`src/rtl/lkd_pkg.sv`:
```
package lkd_pkg;
  typedef enum logic [1:0] {
    RD_ARRAY  = 2'd0,
    RD_LOCK   = 2'd1,
    RD_STATUS = 2'd2,
    RD_ZERO   = 2'd3
  } rd_src_e;
endpackage

```
`src/rtl/lkd_beat_counter.sv`:
```
module lkd_beat_counter #(
  parameter int LOCK_BEATS = 6,
  localparam int CNT_W = $clog2(LOCK_BEATS + 1)
) (
  input  logic clk,
  input  logic rst_n,
  input  logic cmd_beat,
  input  logic cmd_abort,
  input  logic lock_done,
  output logic lock_accept
);
  logic [CNT_W-1:0] cnt_q;

  function automatic logic [CNT_W-1:0] next_cnt(input logic [CNT_W-1:0] c);
    return (c == CNT_W'(LOCK_BEATS)) ? c : c + 1'b1;
  endfunction

  assign lock_accept = lock_done && (cnt_q == CNT_W'(LOCK_BEATS - 1));

  always_ff @(posedge clk or negedge rst_n) begin
    if (!rst_n)                     cnt_q <= '0;
    else if (lock_done || cmd_abort) cnt_q <= '0;
    else if (cmd_beat)               cnt_q <= next_cnt(cnt_q);
  end
endmodule

```
`src/rtl/lkd_flag_bank.sv`:
```
module lkd_flag_bank #(
  parameter int SECT_W = 3,
  localparam int NSECT = 1 << SECT_W
) (
  input  logic              clk,
  input  logic              rst_n,
  input  logic              set_en,
  input  logic [SECT_W-1:0] set_sect,
  output logic [NSECT-1:0]  lock_vec
);
  for (genvar g = 0; g < NSECT; g++) begin : g_flag
    always_ff @(posedge clk or negedge rst_n) begin
      if (!rst_n)                                    lock_vec[g] <= 1'b0;
      else if (set_en && (set_sect == SECT_W'(g)))   lock_vec[g] <= 1'b1;
    end
  end
endmodule

```
`src/rtl/lkd_gate.sv`:
```
module lkd_gate #(
  parameter int SECT_W = 3,
  localparam int NSECT = 1 << SECT_W
) (
  input  logic              clk,
  input  logic              rst_n,
  input  logic              any_req,
  input  logic [SECT_W-1:0] req_sect,
  input  logic [NSECT-1:0]  lock_vec,
  input  logic              id_exit,
  output logic              deny_evt,
  output logic              op_grant,
  output logic              op_deny,
  output logic              fail_q
);
  assign deny_evt = any_req && lock_vec[req_sect];

  always_ff @(posedge clk or negedge rst_n) begin
    if (!rst_n) begin
      op_grant <= 1'b0;
      op_deny  <= 1'b0;
      fail_q   <= 1'b0;
    end else begin
      op_grant <= any_req && !deny_evt;
      op_deny  <= deny_evt;
      if (deny_evt)     fail_q <= 1'b1;
      else if (id_exit) fail_q <= 1'b0;
    end
  end
endmodule

```
`src/rtl/lkd_readback.sv`:
```
module lkd_readback
  import lkd_pkg::*;
#(
  parameter int ADDR_W   = 16,
  parameter int DATA_W   = 16,
  parameter int SECT_W   = 3,
  parameter int LOCK_OFF = 2,
  parameter int FAIL_BIT = 5,
  localparam int NSECT = 1 << SECT_W,
  localparam int OFF_W = ADDR_W - SECT_W
) (
  input  logic              clk,
  input  logic              rst_n,
  input  logic              bus_rd,
  input  logic [ADDR_W-1:0] bus_addr,
  input  logic [DATA_W-1:0] array_rdata,
  input  logic              id_mode,
  input  logic              fail_q,
  input  logic [NSECT-1:0]  lock_vec,
  output logic [DATA_W-1:0] rdata
);
  function automatic logic [SECT_W-1:0] sect_of(input logic [ADDR_W-1:0] a);
    return a[ADDR_W-1 -: SECT_W];
  endfunction

  function automatic logic [OFF_W-1:0] off_of(input logic [ADDR_W-1:0] a);
    return a[OFF_W-1:0];
  endfunction

  rd_src_e src;
  logic [DATA_W-1:0] rd_next;

  always_comb begin
    if (fail_q)                                        src = RD_STATUS;
    else if (id_mode && off_of(bus_addr) == OFF_W'(LOCK_OFF)) src = RD_LOCK;
    else if (id_mode)                                  src = RD_ZERO;
    else                                               src = RD_ARRAY;
  end

  always_comb begin
    rd_next = '0;
    unique case (src)
      RD_STATUS: rd_next[FAIL_BIT] = 1'b1;
      RD_LOCK:   rd_next[0] = lock_vec[sect_of(bus_addr)];
      RD_ZERO:   rd_next = '0;
      RD_ARRAY:  rd_next = array_rdata;
    endcase
  end

  always_ff @(posedge clk or negedge rst_n) begin
    if (!rst_n)      rdata <= '0;
    else if (bus_rd) rdata <= rd_next;
  end
endmodule

```
`src/rtl/lkd_ctrl.sv`:
```
module lkd_ctrl #(
  parameter int ADDR_W     = 16,
  parameter int DATA_W     = 16,
  parameter int SECT_W     = 3,
  parameter int LOCK_BEATS = 6,
  parameter int LOCK_OFF   = 2,
  parameter int FAIL_BIT   = 5,
  localparam int NSECT = 1 << SECT_W,
  localparam int OFF_W = ADDR_W - SECT_W
) (
  input  logic              clk,
  input  logic              rst_n,
  input  logic              bus_rd,
  input  logic [ADDR_W-1:0] bus_addr,
  input  logic [DATA_W-1:0] array_rdata,
  input  logic              id_mode,
  input  logic              id_exit,
  input  logic              cmd_beat,
  input  logic              cmd_abort,
  input  logic              lock_done,
  input  logic [SECT_W-1:0] lock_sector,
  input  logic              prog_req,
  input  logic              erase_req,
  input  logic [ADDR_W-1:0] op_addr,
  output logic              op_grant,
  output logic              op_deny,
  output logic              err,
  output logic [DATA_W-1:0] rdata
);
  logic              lock_accept;
  logic [NSECT-1:0]  lock_vec;
  logic              any_req;
  logic              deny_evt;
  logic              fail_q;
  logic [SECT_W-1:0] req_sect;
  logic              unused_off;

  assign any_req    = prog_req || erase_req;
  assign req_sect   = op_addr[ADDR_W-1 -: SECT_W];
  assign unused_off = ^op_addr[OFF_W-1:0];
  assign err        = fail_q;

  lkd_beat_counter #(.LOCK_BEATS(LOCK_BEATS)) u_beats (
    .clk(clk), .rst_n(rst_n), .cmd_beat(cmd_beat), .cmd_abort(cmd_abort),
    .lock_done(lock_done), .lock_accept(lock_accept)
  );

  lkd_flag_bank #(.SECT_W(SECT_W)) u_flags (
    .clk(clk), .rst_n(rst_n), .set_en(lock_accept), .set_sect(lock_sector),
    .lock_vec(lock_vec)
  );

  lkd_gate #(.SECT_W(SECT_W)) u_gate (
    .clk(clk), .rst_n(rst_n), .any_req(any_req), .req_sect(req_sect),
    .lock_vec(lock_vec), .id_exit(id_exit), .deny_evt(deny_evt),
    .op_grant(op_grant), .op_deny(op_deny), .fail_q(fail_q)
  );

  lkd_readback #(
    .ADDR_W(ADDR_W), .DATA_W(DATA_W), .SECT_W(SECT_W),
    .LOCK_OFF(LOCK_OFF), .FAIL_BIT(FAIL_BIT)
  ) u_rd (
    .clk(clk), .rst_n(rst_n), .bus_rd(bus_rd), .bus_addr(bus_addr),
    .array_rdata(array_rdata), .id_mode(id_mode), .fail_q(fail_q),
    .lock_vec(lock_vec), .rdata(rdata)
  );
endmodule

```
`config.mk`:
```
export PLATFORM = sky130hd
export DESIGN_NAME = lkd_ctrl
export DESIGN_NICKNAME = d
export VERILOG_FILES = /design/src/rtl/lkd_pkg.sv /design/src/rtl/lkd_beat_counter.sv /design/src/rtl/lkd_flag_bank.sv /design/src/rtl/lkd_gate.sv /design/src/rtl/lkd_readback.sv /design/src/rtl/lkd_ctrl.sv
export SDC_FILE = /design/constraint.sdc
export NUM_CORES = 1
export LEC_CHECK = 0
export CORE_ASPECT_RATIO = 0.8
export CORE_MARGIN = 4
export CORE_UTILIZATION = 42
export CTS_CLUSTER_DIAMETER = 60
export DETAILED_ROUTE_END_ITERATION = 10
export PLACE_DENSITY = 0.86
export RECOVER_POWER = 50
export SYNTH_ARGS = -nofsm -noshare
export SYNTH_HDL_FRONTEND = slang
export SYNTH_HIERARCHICAL = 1
export SYNTH_SLANG_ARGS = --single-unit
```
`constraint.sdc`:
```
create_clock -name clk -period 3.1 [get_ports clk]
set_clock_uncertainty 0.1 [all_clocks]
set_input_delay 0.775 -clock clk [delete_from_list [all_inputs] [get_ports clk]]
set_output_delay 0.775 -clock clk [all_outputs]
set_load 0.03 [all_outputs]
```
Word level (Yosys, flattened, before mapping)
Index checks and enable logic that the tools add are counted.
Storage, ports and cells
  input port bits: 61
  output and inout port bits: 19
  word-level logic and storage cells: 65
  flip-flop bits (word level): 30
Cells by class
  magnitude comparators: 2
  eq/ne operators: 13
  muxes and demuxes: 16
  $add $sub $neg: 1
  reductions and logical operators: 20
Operators with widths (count)
  == test 3 bit (second input constant): 6
  == test 13 x 2 -> 1 bit (second input constant): 1
  logical AND 1 bit: 12
  2-to-1 mux 10 bit: 1
  2-to-1 mux 3 bit: 3
  less-than comparator 3 x 4 -> 1 bit (second input constant): 2
  binary-select mux 1 bit (select 3 bit): 2
  == test 3 x 2 -> 1 bit (second input constant): 2
  2-to-1 mux 2 bit: 3
  2-to-1 mux 1 bit: 4
  2-to-1 mux 4 bit: 1
  one-hot mux 1 bit (2 select lines): 2
  nonzero test 2 bit: 2
  adder 3 x 1 -> 3 bit (second input constant): 1
  == test 3 x 1 -> 1 bit (second input constant): 1
  zero test 3 bit: 1
  == test 2 x 1 -> 1 bit (second input constant): 1
  == test 2 bit (second input constant): 1
  zero test 2 bit: 1
  logical OR 1 bit: 2
  inequality test 2 x 1 -> 1 bit (second input constant): 1
  AND reduction 2 bit: 1
  zero test 1 bit: 1

Longest topological paths before layout
Gate-level depths: netlist of the first run.
  depth after elaboration: 6
  mapped depth: 5
  gate-level depth less buffers: 5

Cells and area by module
Netlist of the first run, hierarchy kept.
Modules (own cells, without submodules)
  lkd_readback: area each 749.5 um^2, times used 1, sequential area each 400.4 um^2, cells each 77
  lkd_flag_bank: area each 302.8 um^2, times used 1, sequential area each 200.2 um^2, cells each 20
  lkd_gate: area each 219.0 um^2, times used 1, sequential area each 75.1 um^2, cells each 17
  lkd_beat_counter: area each 212.7 um^2, times used 1, sequential area each 75.1 um^2, cells each 19
  lkd_ctrl: area each 6.3 um^2, times used 1, sequential area each 0.0 um^2, cells each 1

Worst setup path before layout of the first run
No wires, ideal clock.
  kind: input to register
  start: input bus_addr[13]
  end: register u_rd.rdata[0]
  stages on the path: 3
  path buffers: 0
  required time: 2.876 ns
  setup time: 0.124 ns
  setup slack: 1.396 ns
  arrival: 1.480 ns
  cells stage by stage: mux4_1 -> mux2i_1 -> o21ai_1
On the way
  word-level cells in the longest chain between the ends: 3
RTL lines
  start: declaration: RTL line lkd_ctrl.sv:14  | input logic [ADDR_W-1:0] bus_addr,
  binary-select mux 1 bit (select 3 bit): RTL line lkd_readback.sv:44  | RD_LOCK: rd_next[0] = lock_vec[sect_of(bus_addr)];
  2-to-1 mux 1 bit (not written as such): RTL line lkd_readback.sv:44
  one-hot mux 1 bit (2 select lines): RTL line lkd_readback.sv:42  | unique case (src)
  end signal: assignment: RTL line lkd_readback.sv:52  | else if (bus_rd) rdata <= rd_next;
  end: declaration: RTL line lkd_readback.sv:20  | output logic [DATA_W-1:0] rdata
No other way between the ends. The select of a mux whose other input is x is not followed.
A chain may end at the register's enable or synchronous reset.

==> flow_summary_export.csv, run 1 <==
group,metric,value,unit
cts,insertion_delay,0.28,ns
cts,cts_tree,"done",
cts,cts_made_buffers,5,
global_route,grt_max_degree,31,
pwr,power.density,423.1,nW/um2
worst_setup_path,slowest_delay,1.14,ns
cells_and_area,regArea,750.7,um2
drt,vias,1293,
cts,cts_resized,0,
timing,hold_viol_final,0,
pwr,vdd_drop_max,0.2642,mV
outcome,violations,"max-capacitance violations, max-slew violations",
yosys,synth_cell_types,37,
yosys,synth_edf_count,0,
worst_setup_path,critical_path_class,"input port to async pin",
floorplanning,rows,19,
yosys,ys_async_sr_fraction,1.000,
cts,cts_setup_buffers,0,
floorplanning,core,3423,um2
drt,via_per_inst,5.193,
global_route,grt_pass1_wl,5947,um
place,dp_hpwl,2976,um
cells_and_area,nets,270,
drt,routedWlPerCell,15.24,um
cts,clock_path_buffers,2,
yosys,postSynthAreaPerCell,11.12,um2
yosys,syn-num-nets,198,
place,portBuffers,66,
timing,tightest_slew,1.580,ns
worst_setup_path,r2r-start,"u_beats/cnt_q[0]",
hold_path,hold_path.class,"flip-flop to flip-flop",
global_route,grt_pass1_vias,1233,
drt,drt_first_pass_iters,4,
worst_setup_path,cp_slowest_cell,"clkbuf_1",
cts,clock_sinks,30,
worst_setup_path,cp.required,3.10,ns
yosys,yosysSeqAreaShare,0.5038,
yosys,synth_area_leaders,"dfrtp_1 (50%), inv_1 (5.0%), o21ai_0 (4.4%)",
cells_and_area,final_common_cell,"clkdlybuf4s50_1",
drt,remaining_drc_errors,0,
flow_run,max_cap_viol_count,1,
worst_setup_path,path_depth,2,
cells_and_area,multi_input_area,633.1,um2
worst_setup_path,end_kind,"async pin",
floorplanning,io_pins,80,
cells_and_area,layout_common_cells,"clkdlybuf4s50_1 (63), dfrtp_1 (30), inv_1 (20), nand2_1 (15), o21ai_0 (13)",
timing,setup_viol,0,
worst_setup_path,r2r_cells,4,
place,gp_congestion,0.7882,
worst_setup_path,r2r_slack,1.56,ns
worst_setup_path,critPathTopFamily,"buffers and inverters",
yosys,synth-main-ff-cell,"dfrtp_1",
cells_and_area,drive_above_1_share,0.09662,
cts,hold_buffers,0,
outcome,status,"finished, violations left",
floorplanning,die_area,4571,um2
worst_setup_path,worstPathMaxFanout,30,
timing,period_share,0.7653,
yosys,synth_cells,134,
yosys,synth-seq-cells,30,
timing,rsz0062_at_grt,"no",
yosys,synth_area_leader_cell,"dfrtp_1",
cells_and_area,n_antenna_cell,0,
worst_setup_path,worstSetupStartpoint,"rst_n",
cts,htree_levels,2,
yosys,yosys_warnings,6,
timing,maxSlewViolCount,31,
worst_setup_path,rr_endpoint,"u_beats/cnt_q[1]",
cells_and_area,syn2layout_area_growth,52.64,%
cells_and_area,n_fill_cell,279,
pwr,p_leak,1.002,nW
worst_setup_path,crit_path_cell_trace,"clkdlybuf4s50_1 > clkbuf_1",
floorplanning,floorplan.initialDensity,0.4353,
floorplanning,fp.dieH,61.28,um
timing,fin_setup_tns,0,ns
worst_setup_path,cp_num_buf_inv,2,
drt,drt_iter0_markers,99,
drt,drtAntennaViolNets,0,
pwr,total_power,0.9623,mW
drt,wirelength,3795,um
timing,min_period,2.373,ns
global_route,track_usage,0.1756,
yosys,synthDominantCellAreaShare,0.5038,
place,dpl_cell_area,2198,um2
cts,root_buffer,"clkbuf_8",
global_route,antenna_found_initial,0,
worst_setup_path,crit_end,"u_flags/lock_vec[7]",
worst_setup_path,cp_data_arrival_time,2.37,ns
cts,clk_pin_slew,0.06,ns
yosys,synth_area,1490,um2
cells_and_area,fin_area,2275,um2
global_route,grt-ovfl-total,0,
floorplanning,fp.dieW,74.60,um
worst_setup_path,cp-start-kind,"input port",
timing,relSlewSlack,-0.05365,
timing,clock.fmax,421.5,MHz
-- cell type report --
type                       count  share of cell area
sequential                    30              0.3300
clock buffer                   7             0.03795
inverter                      20             0.03300
clock inverter                 1            0.002200
tap                           42             0.02310
timing repair buffer          68              0.2954
multi-input combinational     81              0.2783
-- registers in the layout, summed over array words and instances (netlist names) --
| name | cells |
|---|---|
| u_beats/cnt_q | 3 |
| u_flags/lock_vec | 8 |
| u_gate/fail_q | 1 |
| u_gate/op_deny | 1 |
| u_gate/op_grant | 1 |
| u_rd/rdata | 16 |
-- where the power goes --
group	total [mW]	internal, mW	switching [mW]
Sequential	0.428	0.414	0.0135
Clock	0.318	0.179	0.139
Combinational	0.217	0.110	0.107
-- worst min path at each step --
| stage | start | endpoint | slack (ns) | cells past startpoint |
|---|---|---|---|---|
| final | u_flags/lock_vec[5] | u_flags/lock_vec[5] | 0.40 | 1 |
| after global routing | u_flags/lock_vec[0] | u_flags/lock_vec[0] | 0.42 | 1 |
| after CTS | u_flags/lock_vec[4] | u_flags/lock_vec[4] | 0.40 | 1 |
| after detailed placement | u_flags/lock_vec[4] | u_flags/lock_vec[4] | 0.39 | 1 |
| after global placement | u_flags/lock_vec[4] | u_flags/lock_vec[4] | 0.37 | 1 |
| after floorplan | u_flags/lock_vec[0] | u_flags/lock_vec[0] | 0.34 | 1 |
-- cell families (layout without fill, tap and decap cells) --
logic type	count (synthesis)	in the layout	share of synthesized area
multiplexers	8	8	0.07976
adder cells (fa/ha/maj)	3	3	0.02519
flip-flops	30	30	0.5038
AND/OR/NAND/NOR	38	38	0.1604
buffers and inverters	23	96	0.06380
AO/OA/AOI/OAI	32	32	0.1671
-- worst reg2reg max path: stages, from the launching register on --
cell      delay, ns
dfrtp_1        0.41
inv_1          0.06
ha_1           0.20
a21boi_0       0.30
mux2_1         0.35
-- cells in the mapped netlist (all sizes together), types with 2 or more instances --
| cell type | n |
|---|---|
| nor3 | 2 |
| mux4 | 2 |
| nor2b | 3 |
| nor3b | 4 |
| nor2 | 2 |
| inv | 20 |
| clkbuf | 2 |
| a41o | 3 |
| mux2 | 5 |
| nor4b | 3 |
| nand2 | 15 |
| o21ai | 15 |
| dfrtp | 30 |
| nand2b | 2 |
| nor4 | 3 |
| a21oi | 4 |
| a31o | 4 |
| ha | 3 |
-- routing by layer --
layer	global-route usage	part of all wire
met1	0.2345	0.43
met2	0.2791	0.45
met3	0.05710	0.11
met4	0.04569	0.0066
met5	0	0
-- metrics by stage --
step / instances / hold WS [ns] / worst slack [ns] / utilization
6_report: 249 / 0.3990 / 0.7275 / 0.6645
3_3_place_gp: 241 / 0.3682 / 0.6628 / 0.6422
3_5_place_dp: 241 / 0.3889 / 0.6463 / 0.6422
4_1_cts: 249 / 0.4024 / 0.7308 / 0.6689
5_1_grt: 249 / 0.4186 / 0.3556 / 0.6645
2_1_floorplan: 134 / 0.3387 / 1.396 / -
No activity file was read; power rests on OpenSTA's default activity.
==> inputs of run 2 (changes only) <==
Settings changed: CORE_UTILIZATION 42 to 39, PLACE_DENSITY 0.86 to 0.81.
Clock period 3.1 ns to 2.45 ns, I/O delays scaled along.
==> run 2 against run 1 <==
Net effect: the flow now finishes without violations; die area is 6.8% higher; critical path depth down 1; power grew 27%; flip-flop and latch count unchanged; count of clock-buffer cells in the layout did not move; cell count rose by 0.40%; final area up 0.72%; combinational power up 27%; via count shrank 0.77%; register-to-register slack got worse by 0.65 ns; global-route usage is 1.1 points lower; non-clock buffer count up 1.
==> flow_summary_export.csv, run 2 (same netlist as run 1, synthesis figures left out) <==
group,metric,value,unit
global_route,grt_pass1_vias,1308,
cts,cts_resized,0,
timing,clock.fmax,457.6,MHz
timing,relSlewSlack,0.5090,
timing,hold_viol_final,0,
worst_setup_path,cp_slowest_cell,"clkdlybuf4s50_1",
drt,via_per_inst,5.132,
worst_setup_path,worstPathMaxFanout,5,
cells_and_area,nets,271,
cells_and_area,layout_common_cells,"clkdlybuf4s50_1 (62), dfrtp_1 (30), inv_1 (20), nand2_1 (15), o21ai_0 (13)",
outcome,status,"complete, no violations",
cts,insertion_delay,0.28,ns
global_route,track_usage,0.1643,
timing,fin_setup_tns,0,ns
worst_setup_path,cp_data_arrival_time,1.47,ns
cells_and_area,final_common_cell,"clkdlybuf4s50_1",
global_route,grt_max_degree,31,
cts,cts_made_buffers,5,
drt,drtAntennaViolNets,0,
timing,tightest_slew,0.7366,ns
worst_setup_path,critPathTopFamily,"buffers and inverters",
cells_and_area,syn2layout_area_growth,53.74,%
cells_and_area,fin_util,0.6468,
cells_and_area,drive_above_1_share,0.1106,
drt,remaining_drc_errors,0,
global_route,antenna_found_initial,0,
cts,clock_path_buffers,2,
drt,wirelength,3785,um
cells_and_area,n_antenna_cell,0,
drt,vias,1283,
timing,min_period,2.185,ns
timing,holdWs,0.3854,ns
worst_setup_path,cp.required,1.74,ns
pwr,p_leak,1.010,nW
cells_and_area,n_fill_cell,258,
timing,period_share,0.8919,
timing,rsz0062_at_grt,"no",
place,gp_congestion,0.7699,
cells_and_area,largest_reg_flops,16,
worst_setup_path,cp-start-kind,"flip-flop",
cts,hold_buffers,0,
cts,root_buffer,"clkbuf_8",
worst_setup_path,crit_path_cell_trace,"clkdlybuf4s50_1",
floorplanning,fp.dieH,63.29,um
worst_setup_path,cp_num_buf_inv,1,
cts,cts_setup_buffers,0,
timing,setup_viol,0,
place,pre_cts_slack,0.2514,ns
floorplanning,fp.dieW,77.11,um
cells_and_area,top_regs,"u_rd/rdata x16, u_flags/lock_vec x8, u_beats/cnt_q x3",
timing,maxSlewViolCount,0,
floorplanning,io_pins,80,
worst_setup_path,end_kind,"primary output",
floorplanning,rows,19,
worst_setup_path,critical_path_class,"flip-flop to primary output",
cts,clock_sinks,30,
place,dp_hpwl,2966,um
hold_path,hold_path.class,"flip-flop to flip-flop",
timing,setup_ws,0.2648,ns
cells_and_area,top_register,"u_rd/rdata",
pwr,vdd_drop_max,0.3342,mV
cts,clk_pin_slew,0.06,ns
drt,drt_iter0_markers,38,
floorplanning,core,3542,um2
floorplanning,floorplan.initialDensity,0.4207,
global_route,grt_pass1_wl,6327,um
cts,htree_levels,2,
worst_setup_path,slowest_delay,0.72,ns
pwr,total_power,1.219,mW
drt,drt_first_pass_iters,4,
cts,cts_tree,"done",
global_route,grt-ovfl-total,0,
flow_run,max_cap_viol_count,0,
place,portBuffers,66,
pwr,power.density,532.2,nW/um2
floorplanning,die_area,4880,um2
drt,routedWlPerCell,15.14,um
run 2: changes by cell type in the layout (fill, tap and decap cells not counted), sizes merged:
cell	change
buf	+1
clkdlybuf4s50	-1
dlygate4sd3	+1
run 2: layout make-up:
type	instances	area, um2	area share
Clock buffer	7	86.33	0.03768
Clock inverter	1	5.005	0.002185
Inverter	20	75.07	0.03277
Multi-Input combinational cell	81	640.6	0.2796
Sequential cell	30	750.7	0.3277
Tap cell	42	52.55	0.02294
Timing Repair Buffer	69	680.7	0.2971
run 2: report_power, final:
group	total, mW	internal [mW]	switching, mW
clock network	0.401	0.226	0.175
logic	0.276	0.141	0.136
registers	0.543	0.524	0.0183
total	1.22	0.891	0.328
run 2: final timing paths:
kind                                     startpoint                  end  slack [ns]  cells past startpoint
min in group asynchronous                     rst_n        u_rd/rdata[4]        0.83                      2
worst min-delay path            u_flags/lock_vec[2]  u_flags/lock_vec[2]        0.39                      1
worst max-delay path                  u_gate/fail_q                  err        0.26                      1
max in group asynchronous                     rst_n        u_rd/rdata[2]        0.94                      2
worst max register to register     u_beats/cnt_q[0]     u_beats/cnt_q[0]        0.91                      4
worst min register to register  u_flags/lock_vec[2]  u_flags/lock_vec[2]        0.39                      1
run 2: metal layers:
layer / vias up / GRT usage / wire [um]
li1: 613 / - / -
met1: 599 / 0.2152 / 1719
met2: 61 / 0.2435 / 1631
met3: 10 / 0.06410 / 369
met4: 0 / 0.06667 / 64
met5: - / 0 / 0
run 2: per-stage QoR:
| step | area, um2 | std cells |
|---|---|---|
| final | 2291 | 250 |
| after global routing | 2291 | 250 |
| after CTS | 2297 | 250 |
| after detailed placement | 2206 | 242 |
| after global placement | 2206 | 242 |
| after floorplan | 1490 | 134 |
==> inputs of run 3 (changes only) <==
Settings changed: CORE_UTILIZATION 39 to 31, CTS_CLUSTER_DIAMETER 60 to 80, PLACE_DENSITY 0.81 to 0.67.
==> run 3 against run 2 <==
Net effect: worst setup slack worse by 0.025 ns; register-to-register slack about the same; largest power group unchanged; via count down 4.6%; highest routed layer unchanged; largest cell class unchanged; core utilization down 15 points; critical path depth unchanged; wire length down 8.6%; non-clock buffer count up 1.
==> flow_summary_export.csv, run 3 (same netlist as run 1, synthesis figures left out) <==
group,metric,value,unit
outcome,status,"complete, no violations",
worst_setup_path,slowest_delay,0.73,ns
global_route,track_usage,0.1205,
global_route,grt_max_degree,31,
floorplanning,fp.dieW,85.52,um
cells_and_area,final_common_cell,"clkdlybuf4s50_1",
cells_and_area,fin_area,2318,um2
global_route,antenna_found_initial,0,
pwr,total_power,1.221,mW
cts,clock_path_buffers,2,
floorplanning,fp.dieH,70.02,um
worst_setup_path,cp.required,1.74,ns
worst_setup_path,critical_path_class,"flip-flop to primary output",
cts,clk_pin_slew,0.07,ns
cells_and_area,final_cells,269,
timing,hold_viol_final,0,
cells_and_area,largest_reg_flops,16,
timing,tightest_slew,0.7444,ns
cts,htree_levels,2,
timing,relSlewSlack,0.5037,
drt,drt_iter0_markers,23,
cts,clock_sinks,30,
timing,maxSlewViolCount,0,
place,portBuffers,66,
timing,holdWs,0.3948,ns
drt,routedWlPerCell,12.86,um
timing,rsz0062_at_grt,"no",
pwr,internal_power,0.8905,mW
worst_setup_path,r2r_slack,0.92,ns
worst_setup_path,r2r_cells,4,
cells_and_area,syn2layout_area_growth,55.58,%
cells_and_area,top_register,"u_rd/rdata",
worst_setup_path,r2r-start,"u_beats/cnt_q[0]",
pwr,p_sw,0.3302,mW
pwr,p_seq_frac,0.444,
drt,remaining_drc_errors,0,
place,dp.cells,261,
pwr,vdd_drop_max,0.2397,mV
pwr,p_leak,1.014,nW
worst_setup_path,worstPathMaxFanout,5,
drt,drt_first_pass_iters,4,
global_route,grt-ovfl-total,0,
drt,vias,1224,
floorplanning,io_pins,80,
timing,fin_setup_tns,0,ns
cts,hold_buffers,0,
drt,wirelength,3458,um
drt,via_per_inst,4.550,
cells_and_area,nets,272,
worst_setup_path,cp_data_arrival_time,1.50,ns
cells_and_area,multi_input_area,634.4,um2
global_route,grt_pass1_wl,5727,um
cts,cts_made_buffers,5,
hold_path,min_path_cells,1,
worst_setup_path,end_kind,"primary output",
cells_and_area,fin_util,0.5014,
timing,setup_ws,0.2398,ns
timing,period_share,0.9021,
floorplanning,die_area,5987,um2
hold_path,hold_path_end,"u_flags/lock_vec[6]",
floorplanning,core,4624,um2
cells_and_area,layout_common_cells,"clkdlybuf4s50_1 (62), dfrtp_1 (30), inv_1 (20), nand2_1 (15), o21ai_0 (13)",
cells_and_area,top_regs,"u_rd/rdata x16, u_flags/lock_vec x8, u_beats/cnt_q x3",
place,dpl_cell_area,2236,um2
cts,cts_tree,"done",
place,dp_hpwl,2762,um
cells_and_area,n_antenna_cell,0,
cts,root_buffer,"clkbuf_8",
pwr,power.density,526.5,nW/um2
floorplanning,rows,22,
place,pre_cts_slack,0.2162,ns
flow_run,max_cap_viol_count,0,
pwr,comb_power_share,0.223,
timing,clock.fmax,452.4,MHz
timing,setup_viol,0,
worst_setup_path,rr_endpoint,"u_beats/cnt_q[0]",
cts,cts_resized,0,
cts,insertion_delay,0.28,ns
cells_and_area,n_fill_cell,444,
hold_path,hold_path.class,"flip-flop to flip-flop",
cts,cts_setup_buffers,0,
global_route,grt_pass1_vias,1214,
cells_and_area,drive_above_1_share,0.1148,
worst_setup_path,cp_slowest_cell,"clkdlybuf4s50_1",
worst_setup_path,cp-start-kind,"flip-flop",
pwr,switching_share,0.2705,
worst_setup_path,cp_num_buf_inv,1,
pwr,clockPowerShare,0.333,
timing,min_period,2.210,ns
cells_and_area,regArea,750.7,um2
hold_path,hold_start,"u_flags/lock_vec[6]",
place,gp_congestion,0.7993,
worst_setup_path,crit_path_cell_trace,"clkdlybuf4s50_1",
worst_setup_path,critPathTopFamily,"buffers and inverters",
floorplanning,floorplan.initialDensity,0.3222,
drt,drtAntennaViolNets,0,
## run 3: cell types whose count changed in the layout (fill, tap and decap cells not counted)
cell        change
clkbuf_1        -1
buf_4           +1
clkinvlp_4      +1
nor4_1          +1
nor4_2          -1
## run 3: how the worst max path moves through the flow
stage,start,endpoint,slack [ns],cells after the start
final,u_gate/fail_q,err,0.24,1
after global routing,u_gate/fail_q,err,0.18,1
after CTS,u_gate/fail_q,err,0.22,1
after detailed placement,op_addr[13],u_gate/op_deny,0.22,4
after global placement,op_addr[13],u_gate/fail_q,0.24,4
after floorplan,bus_addr[13],u_rd/rdata[0],0.91,3
## run 3: layer usage
layer	GRT usage	wire, um
met5	0	0
met1	0.1599	1603
met3	0.03066	173
met2	0.1871	1633
met4	0.04745	48
## run 3: power by group through the flow
stage / clock network (mW) / registers [mW] / logic (mW)
finish: 0.406 / 0.543 / 0.272
global placement: 0 / 0.551 / 0.276
detailed placement: 0 / 0.551 / 0.278
global route: 0.456 / 0.546 / 0.292
CTS: 0.425 / 0.543 / 0.278
floorplan: 0 / 0.606 / 0.0548
## run 3: final cells by class
| type | count | share of cell area |
|---|---|---|
| inverter | 20 | 0.03238 |
| clock buffer | 6 | 0.03562 |
| timing repair buffer | 70 | 0.2968 |
| tap | 60 | 0.03238 |
| multi-input combinational | 81 | 0.2736 |
| sequential | 30 | 0.3238 |
| clock inverter | 2 | 0.005397 |
